### src/rtl/ccm_tag_pkg.sv
package ccm_tag_pkg;
  // strobes from the sequencer to the comparison datapath
  typedef struct packed {
    logic clrAcc;
    logic accEn;
    logic finish;
    logic reject;
  } tagStrobe_t;

  typedef enum logic [1:0] {
    ST_IDLE = 2'd0,
    ST_WAIT = 2'd1,
    ST_RUN  = 2'd2
  } tagState_t;
endpackage

### src/rtl/ccm_ctr_format.sv
module ccm_ctr_format #(
  parameter int NONCE_BYTES = 13,
  parameter int BLK_BYTES   = 16,
  parameter int LEN_W       = 16,
  parameter int LW          = 4,
  parameter int MW          = 5,
  parameter int MIN_TAG     = 4,
  parameter int MAX_TAG     = 16
) (
  input  logic                     clk,
  input  logic                     rstN,
  input  logic                     cfgLoad,
  input  logic [LW-1:0]            lenL,
  input  logic [MW-1:0]            tagM,
  input  logic [8*NONCE_BYTES-1:0] nonce,
  input  logic [LEN_W-1:0]         ctLen,
  output logic [8*BLK_BYTES-1:0]   ctrBlock,
  output logic [2:0]               fieldL,
  output logic [2:0]               fieldM,
  output logic [LEN_W-1:0]         payloadLen,
  output logic [MW-1:0]            mLat,
  output logic                     mOk
);
  localparam int FIXED_NONCE = 12;
  localparam int COND_BYTE   = FIXED_NONCE + 1;

  logic [LW-1:0]            lReg;
  logic [MW-1:0]            mReg;
  logic [8*NONCE_BYTES-1:0] nonceReg;
  logic [LEN_W-1:0]         ctLenReg;

  // reset leaves L=1 so that every derived field reads as zero
  always_ff @(posedge clk or negedge rstN) begin
    if (!rstN) begin
      lReg     <= LW'(1);
      mReg     <= '0;
      nonceReg <= '0;
      ctLenReg <= '0;
    end else if (cfgLoad) begin
      lReg     <= lenL;
      mReg     <= tagM;
      nonceReg <= nonce;
      ctLenReg <= ctLen;
    end
  end

  logic [LW-1:0]    lMinus1;
  logic [MW-1:0]    mMinus2;
  logic [LEN_W-1:0] mWide;

  assign lMinus1 = lReg - LW'(1);
  assign mMinus2 = mReg - MW'(2);
  assign mWide   = LEN_W'(mReg);

  assign fieldL     = lMinus1[2:0];
  assign fieldM     = (mReg >= MW'(2)) ? mMinus2[3:1] : 3'd0;
  assign payloadLen = (ctLenReg >= mWide) ? (ctLenReg - mWide) : '0;
  assign mLat       = mReg;
  assign mOk        = (mReg >= MW'(MIN_TAG)) && (mReg <= MW'(MAX_TAG)) && !mReg[0];

  // byte lanes of the counter block
  for (genvar b = 0; b < BLK_BYTES; b++) begin : g_lane
    if (b == 0) begin : g_flags
      assign ctrBlock[8*b +: 8] = 8'(lMinus1);
    end else if (b <= FIXED_NONCE) begin : g_nonce
      assign ctrBlock[8*b +: 8] = nonceReg[8*(b-1) +: 8];
    end else if (b == COND_BYTE) begin : g_cond
      assign ctrBlock[8*b +: 8] = (lReg == LW'(2)) ? nonceReg[8*FIXED_NONCE +: 8] : 8'd0;
    end else begin : g_zero
      assign ctrBlock[8*b +: 8] = 8'd0;
    end
  end
endmodule

### src/rtl/ccm_tag_ctrl.sv
module ccm_tag_ctrl
  import ccm_tag_pkg::*;
#(
  parameter int MW    = 5,
  parameter int IDX_W = 4
) (
  input  logic             clk,
  input  logic             rstN,
  input  logic             verifyStart,
  input  logic             ctxReady,
  input  logic [MW-1:0]    mLat,
  input  logic             mOk,
  output tagStrobe_t       strobe,
  output logic [IDX_W-1:0] idx,
  output logic             done
);
  tagState_t        state, stNext;
  logic [IDX_W-1:0] idxNext;
  logic [MW-1:0]    mLast;
  logic             lastHit;

  assign mLast   = mLat - MW'(1);
  assign lastHit = (MW'(idx) == mLast);

  always_comb begin
    strobe  = '0;
    stNext  = state;
    idxNext = idx;
    case (state)
      ST_IDLE: begin
        if (verifyStart) begin
          if (mOk) stNext = ST_WAIT;
          else     strobe.reject = 1'b1;
        end
      end
      ST_WAIT: begin
        if (ctxReady) begin
          strobe.clrAcc = 1'b1;
          idxNext       = '0;
          stNext        = ST_RUN;
        end
      end
      ST_RUN: begin
        strobe.accEn = 1'b1;
        if (lastHit) begin
          strobe.finish = 1'b1;
          stNext        = ST_IDLE;
        end else begin
          idxNext = idx + IDX_W'(1);
        end
      end
      default: stNext = ST_IDLE;
    endcase
  end

  always_ff @(posedge clk or negedge rstN) begin
    if (!rstN) begin
      state <= ST_IDLE;
      idx   <= '0;
      done  <= 1'b0;
    end else begin
      state <= stNext;
      idx   <= idxNext;
      done  <= strobe.finish | strobe.reject;
    end
  end
endmodule

### src/rtl/ccm_tag_dp.sv
module ccm_tag_dp
  import ccm_tag_pkg::*;
#(
  parameter int TAG_BYTES = 16,
  parameter int IDX_W     = 4
) (
  input  logic                   clk,
  input  logic                   rstN,
  input  tagStrobe_t             strobe,
  input  logic [IDX_W-1:0]       idx,
  input  logic [8*TAG_BYTES-1:0] compTag,
  input  logic [8*TAG_BYTES-1:0] rxTag,
  output logic                   authPass,
  output logic                   authFail,
  output logic                   tagLenErr
);
  logic [7:0] acc, accNext, compByte, rxByte;

  assign compByte = compTag[8*idx +: 8];
  assign rxByte   = rxTag[8*idx +: 8];
  assign accNext  = acc | (compByte ^ rxByte);

  always_ff @(posedge clk or negedge rstN) begin
    if (!rstN) begin
      acc       <= '0;
      authPass  <= 1'b0;
      authFail  <= 1'b0;
      tagLenErr <= 1'b0;
    end else begin
      if (strobe.clrAcc)     acc <= '0;
      else if (strobe.accEn) acc <= accNext;

      if (strobe.finish) begin
        authPass  <= (accNext == 8'd0);
        authFail  <= (accNext != 8'd0);
        tagLenErr <= 1'b0;
      end else if (strobe.reject) begin
        authPass  <= 1'b0;
        authFail  <= 1'b0;
        tagLenErr <= 1'b1;
      end
    end
  end
endmodule

### src/rtl/ccm_tag_unit.sv
module ccm_tag_unit
  import ccm_tag_pkg::*;
#(
  parameter int NONCE_BYTES = 13,
  parameter int BLK_BYTES   = 16,
  parameter int LEN_W       = 16
) (
  input  logic                     clk,
  input  logic                     rstN,
  input  logic                     cfgLoad,
  input  logic [3:0]               lenL,
  input  logic [4:0]               tagM,
  input  logic [8*NONCE_BYTES-1:0] nonce,
  input  logic [LEN_W-1:0]         ctLen,
  input  logic                     verifyStart,
  input  logic                     ctxReady,
  input  logic [8*BLK_BYTES-1:0]   compTag,
  input  logic [8*BLK_BYTES-1:0]   rxTag,
  output logic [8*BLK_BYTES-1:0]   ctrBlock,
  output logic [2:0]               fieldL,
  output logic [2:0]               fieldM,
  output logic [LEN_W-1:0]         payloadLen,
  output logic                     done,
  output logic                     authPass,
  output logic                     authFail,
  output logic                     tagLenErr
);
  localparam int MW    = 5;
  localparam int IDX_W = $clog2(BLK_BYTES);

  logic [MW-1:0]    mLat;
  logic             mOk;
  tagStrobe_t       strobe;
  logic [IDX_W-1:0] idx;

  ccm_ctr_format #(
    .NONCE_BYTES(NONCE_BYTES), .BLK_BYTES(BLK_BYTES), .LEN_W(LEN_W),
    .LW(4), .MW(MW), .MIN_TAG(4), .MAX_TAG(BLK_BYTES)
  ) u_fmt (
    .clk(clk), .rstN(rstN), .cfgLoad(cfgLoad), .lenL(lenL), .tagM(tagM),
    .nonce(nonce), .ctLen(ctLen), .ctrBlock(ctrBlock), .fieldL(fieldL),
    .fieldM(fieldM), .payloadLen(payloadLen), .mLat(mLat), .mOk(mOk)
  );

  ccm_tag_ctrl #(.MW(MW), .IDX_W(IDX_W)) u_ctrl (
    .clk(clk), .rstN(rstN), .verifyStart(verifyStart), .ctxReady(ctxReady),
    .mLat(mLat), .mOk(mOk), .strobe(strobe), .idx(idx), .done(done)
  );

  ccm_tag_dp #(.TAG_BYTES(BLK_BYTES), .IDX_W(IDX_W)) u_dp (
    .clk(clk), .rstN(rstN), .strobe(strobe), .idx(idx),
    .compTag(compTag), .rxTag(rxTag),
    .authPass(authPass), .authFail(authFail), .tagLenErr(tagLenErr)
  );
endmodule

### config.mk
export PLATFORM = sky130hd
export DESIGN_NAME = ccm_tag_unit
export DESIGN_NICKNAME = d
export VERILOG_FILES = /design/src/rtl/ccm_tag_pkg.sv /design/src/rtl/ccm_ctr_format.sv /design/src/rtl/ccm_tag_ctrl.sv /design/src/rtl/ccm_tag_dp.sv /design/src/rtl/ccm_tag_unit.sv
export SDC_FILE = /design/constraint.sdc
export NUM_CORES = 1
export LEC_CHECK = 0
export ABC_CLOCK_PERIOD_IN_PS = 3450
export BUFFER_PORTS_ARGS = -buffer_cell sky130_fd_sc_hd__buf_2
export CAP_MARGIN = 10
export CELL_PAD_IN_SITES_DETAIL_PLACEMENT = 0
export CELL_PAD_IN_SITES_GLOBAL_PLACEMENT = 1
export CORE_AREA = 10 10 201 203
export CTS_CLUSTER_DIAMETER = 80
export DETAILED_ROUTE_END_ITERATION = 7
export DIE_AREA = 0 0 211 213
export GPL_ROUTABILITY_DRIVEN = 0
export HOLD_SLACK_MARGIN = 0.12
export PLACE_DENSITY = 0.77
export RECOVER_POWER = 100
export SYNTH_ARGS = -nofsm -noshare
export SYNTH_HDL_FRONTEND = slang
export SYNTH_SLANG_ARGS = --single-unit
### constraint.sdc
create_clock -name clk -period 3.45 [get_ports clk]
set_input_delay 0.345 -clock clk [delete_from_list [all_inputs] [get_ports clk]]
set_output_delay 0.345 -clock clk [all_outputs]
set_load 0.03 [all_outputs]
==> metrics.yaml <==
nNetsFinal: 1647
fin_area_um2: 12400
design.die.area_um2: 44900
drive_gt1_share_pct: 50.0
row_count: 70
drv_cap: 2
cp_max_fo: 7
period_needed_ns: 3.24
violations: "max-capacitance violations, max-slew violations"
clkSinkCount: 147
die_h_um: 213
port_buffers: 523
grt_overflow: 0
grt_pass1_wl_um: 51400
critPathMaxStageDelay_ns: 0.44
antenna_found_initial: 8
clk_latency_ns: 0.43
htreeDepth: 4
r2r_cells: 8
crit_chain: "inv_1 > ha_1 > nor2b_1 > o21a_1 > o21ai_1 > nand3_2 > nand2b_1 > o41ai_1 > buf_2"
grt_pass1_vias: 8458
slew_headroom_pct: -97.1
total_power_mw: 7.42
cts_made_buffers: 17
clk_pin_slew_ns: 0.07
hold_class: "in -> reg"
routed_wirelength_um: 35300
synth-seq-cells: 147
drc: 0
synth_area_per_cell_um2: 11.6
yosysWarnings: 0
switching_share_pct: 40.6
hpwl_um: 29700
clock_path_buffers: 2
synth_seq_area_share_pct: 39.4
cts_tree: "done"
vias: 7830
drt-initial-drc-count: 623
ant_nets: 0
n_fill_cell: 3716
max_clock_freq_mhz: 309
syn2layout_area_growth_pct: 32.3
worstSetupEndpointType: "primary output"
die_w_um: 211
post-route-period-util_pct: 93.8
drv_slew: 128
leakage_nw: 5.65
p_int_mw: 4.41
vdd_drop_max_mv: 0.296
status: "finished, violations left"
synth-edff-count: 0
num_io_pins: 544
synth_flop_cell: "dfrtp_1"
worst_pin_slew_ns: 2.96
hold_viol_final: 0
power.switching_mw: 3.01
setup-tns-final_ns: 0
finalClockSkew_ns: 0.0150
clockPowerShare_pct: 25.5
syn_inst: 805
critical_path_required_ns: 3.11
routedWlPerCell_um: 20.5
startpoint_type: "flip-flop"
grt_max_degree: 70
crit_type: "reg -> out"
async_flop_share_pct: 100
layout_commonest_cell: "buf_2"
pwr-share-seq_pct: 30.3
synth_cell_type_count: 49
hold_path_depth: 3
combPwrFrac_pct: 44.2
mostFrequentLayoutCells: "401 x buf_2, 143 x dfrtp_1, 122 x mux2_2"
cp_slowest_cell: "dfrtp_2"
grt_usage_pct: 14.8
via_per_inst: 4.54
powerDensity_nw_per_um2: 601
drt_pass1_iterations: 5
cts-root-buf: "clkbuf_16"
coreArea_um2: 36300
placed_area_um2: 11700
worstPathArrival_ns: 2.89
final-setup-viol-count: 0
mappedNetlistArea_um2: 9340
start_util_pct: 25.7
rsz0062_at_grt: "false"
-- worst max-delay path: cells and delay by family (launching register included) --
kind	cells	cell delay [ns]
and+or+nand+nor	3	0.62
AOI/OAI and AO/OA	3	0.65
buffers and inverters	2	0.44
adders and majority gates	1	0.31
DFF	1	0.44
-- per-stage QoR --
step	util, %	hold WS (ns)	instances	setup slack [ns]
after floorplan	-	0.0494	824	0.371
after global placement	32.2	0.390	1670	0.415
after detailed placement	32.2	0.407	1670	0.339
after CTS	34.4	0.120	1720	0.0794
after global routing	34.1	0.120	1725	0.0153
final	34.1	0.145	1726	0.213
-- flip-flops by register name, summed over array words and instances (netlist names), 2 cells and up --
register / count
u_fmt.nonceReg: 104
u_fmt.ctLenReg: 16
u_dp.acc: 8
u_fmt.mLat: 5
u_ctrl.idx: 4
u_fmt.lReg: 4
u_ctrl.state: 2
-- worst paths after layout --
check	start	endpoint	slack, ns
min in group asynchronous	rstN	u_fmt.nonceReg[56]$_DFFE_PN0P_	0.93
setup / recovery	u_fmt.mLat[2]$_DFFE_PN0P_	payloadLen[12]	0.21
hold / removal	ctLen[1]	u_fmt.ctLenReg[1]$_DFFE_PN0P_	0.15
max in group asynchronous	rstN	u_fmt.mLat[2]$_DFFE_PN0P_	0.59
hold reg to reg	u_ctrl.state[1]$_DFFE_PN0P_	u_ctrl.state[0]$_DFFE_PN0P_	0.48
setup reg to reg	u_ctrl.idx[2]$_DFFE_PN0P_	u_dp.authFail$_DFFE_PN0P_	0.43
-- layout make-up --
type                    count  area, um2  share of cell area (%)
clock inverters            15        180                    1.46
clock buffers              17        425                    3.44
inverters                  15       56.3                   0.456
well taps                 468        586                    4.74
diodes                      2       5.00                  0.0405
flip-flops and latches    147       3680                    29.8
repair buffers            559       2830                    22.9
multi-input cells         503       4590                    37.1
-- logic make-up (layout without fill, tap and decap cells) --
| logic type | count (synthesis) | in the layout | synth area share [%] |
|---|---|---|---|
| buffers and inverters | 174 | 606 | 12.4 |
| AND/OR/NAND/NOR | 139 | 139 | 7.20 |
| AO/OA/AOI/OAI | 85 | 85 | 5.95 |
| flip-flops | 147 | 147 | 39.4 |
| XOR/XNOR | 57 | 57 | 5.35 |
| multiplexers | 188 | 188 | 27.7 |
| adder cells (fa/ha/maj) | 14 | 14 | 1.96 |
| other | 1 | 22 | 0.0402 |
-- Yosys cell counts (2+ instances only) --
library cell  number  area share, %
buf_4            121            9.7
mux2i_1           22            2.4
inv_1             15           0.60
o31ai_1            3           0.24
a22oi_1           19            1.5
nand2_1           39            1.6
a21boi_0           3           0.24
a21oi_1           11           0.59
o41ai_1            3           0.28
buf_2             11           0.59
a22o_1             3           0.28
a32oi_1            2           0.19
nor2_1            41            1.6
nand3_1            4           0.21
clkbuf_1          21           0.84
ha_1              13            1.7
nand4_1            8           0.54
nand2b_1           6           0.40
nand3b_1           2           0.16
o21ai_1            5           0.27
o211ai_1           6           0.48
nor4_1             2           0.13
mux2_2           122             15
buf_6              5           0.60
dfrtp_1          146             39
and2_1            10           0.67
o21ai_0           19            1.0
nor2b_1           12           0.80
nor3_1             7           0.38
xnor2_1           23            2.2
mux4_2            44             11
xor2_1            34            3.2
a211oi_1           2           0.16
o22ai_1            6           0.40
-- per-layer routing --
| metal | wire (um) | track usage, % | part of all wire (%) | up-vias |
|---|---|---|---|---|
| li1 | - | - | - | 3604 |
| met1 | 12800 | 15.6 | 36 | 3813 |
| met2 | 18700 | 27.4 | 53 | 368 |
| met3 | 3030 | 5.23 | 8.6 | 41 |
| met4 | 739 | 4.30 | 2.1 | 4 |
| met5 | 31 | 0 | 0.088 | - |
-- power by group through the flow --
stage,clock network (mW),logic [mW],registers (mW)
after global routing,2.03,3.56,2.30
after global placement,0,3.29,2.27
after CTS,1.96,3.36,2.25
after floorplan,0,2.66,2.11
after detailed placement,0,3.33,2.28
final,1.89,3.28,2.25
-- repair_timing --
action / CTS / global route
hold buffers: 18 / 4
endpoints found under the setup margin: 12 / 15
resized for setup: 1 / 5
setup buffers: 0 / 0
hold endpoints to repair: 84 / 4
No activity file was read; power rests on OpenSTA's default activity.
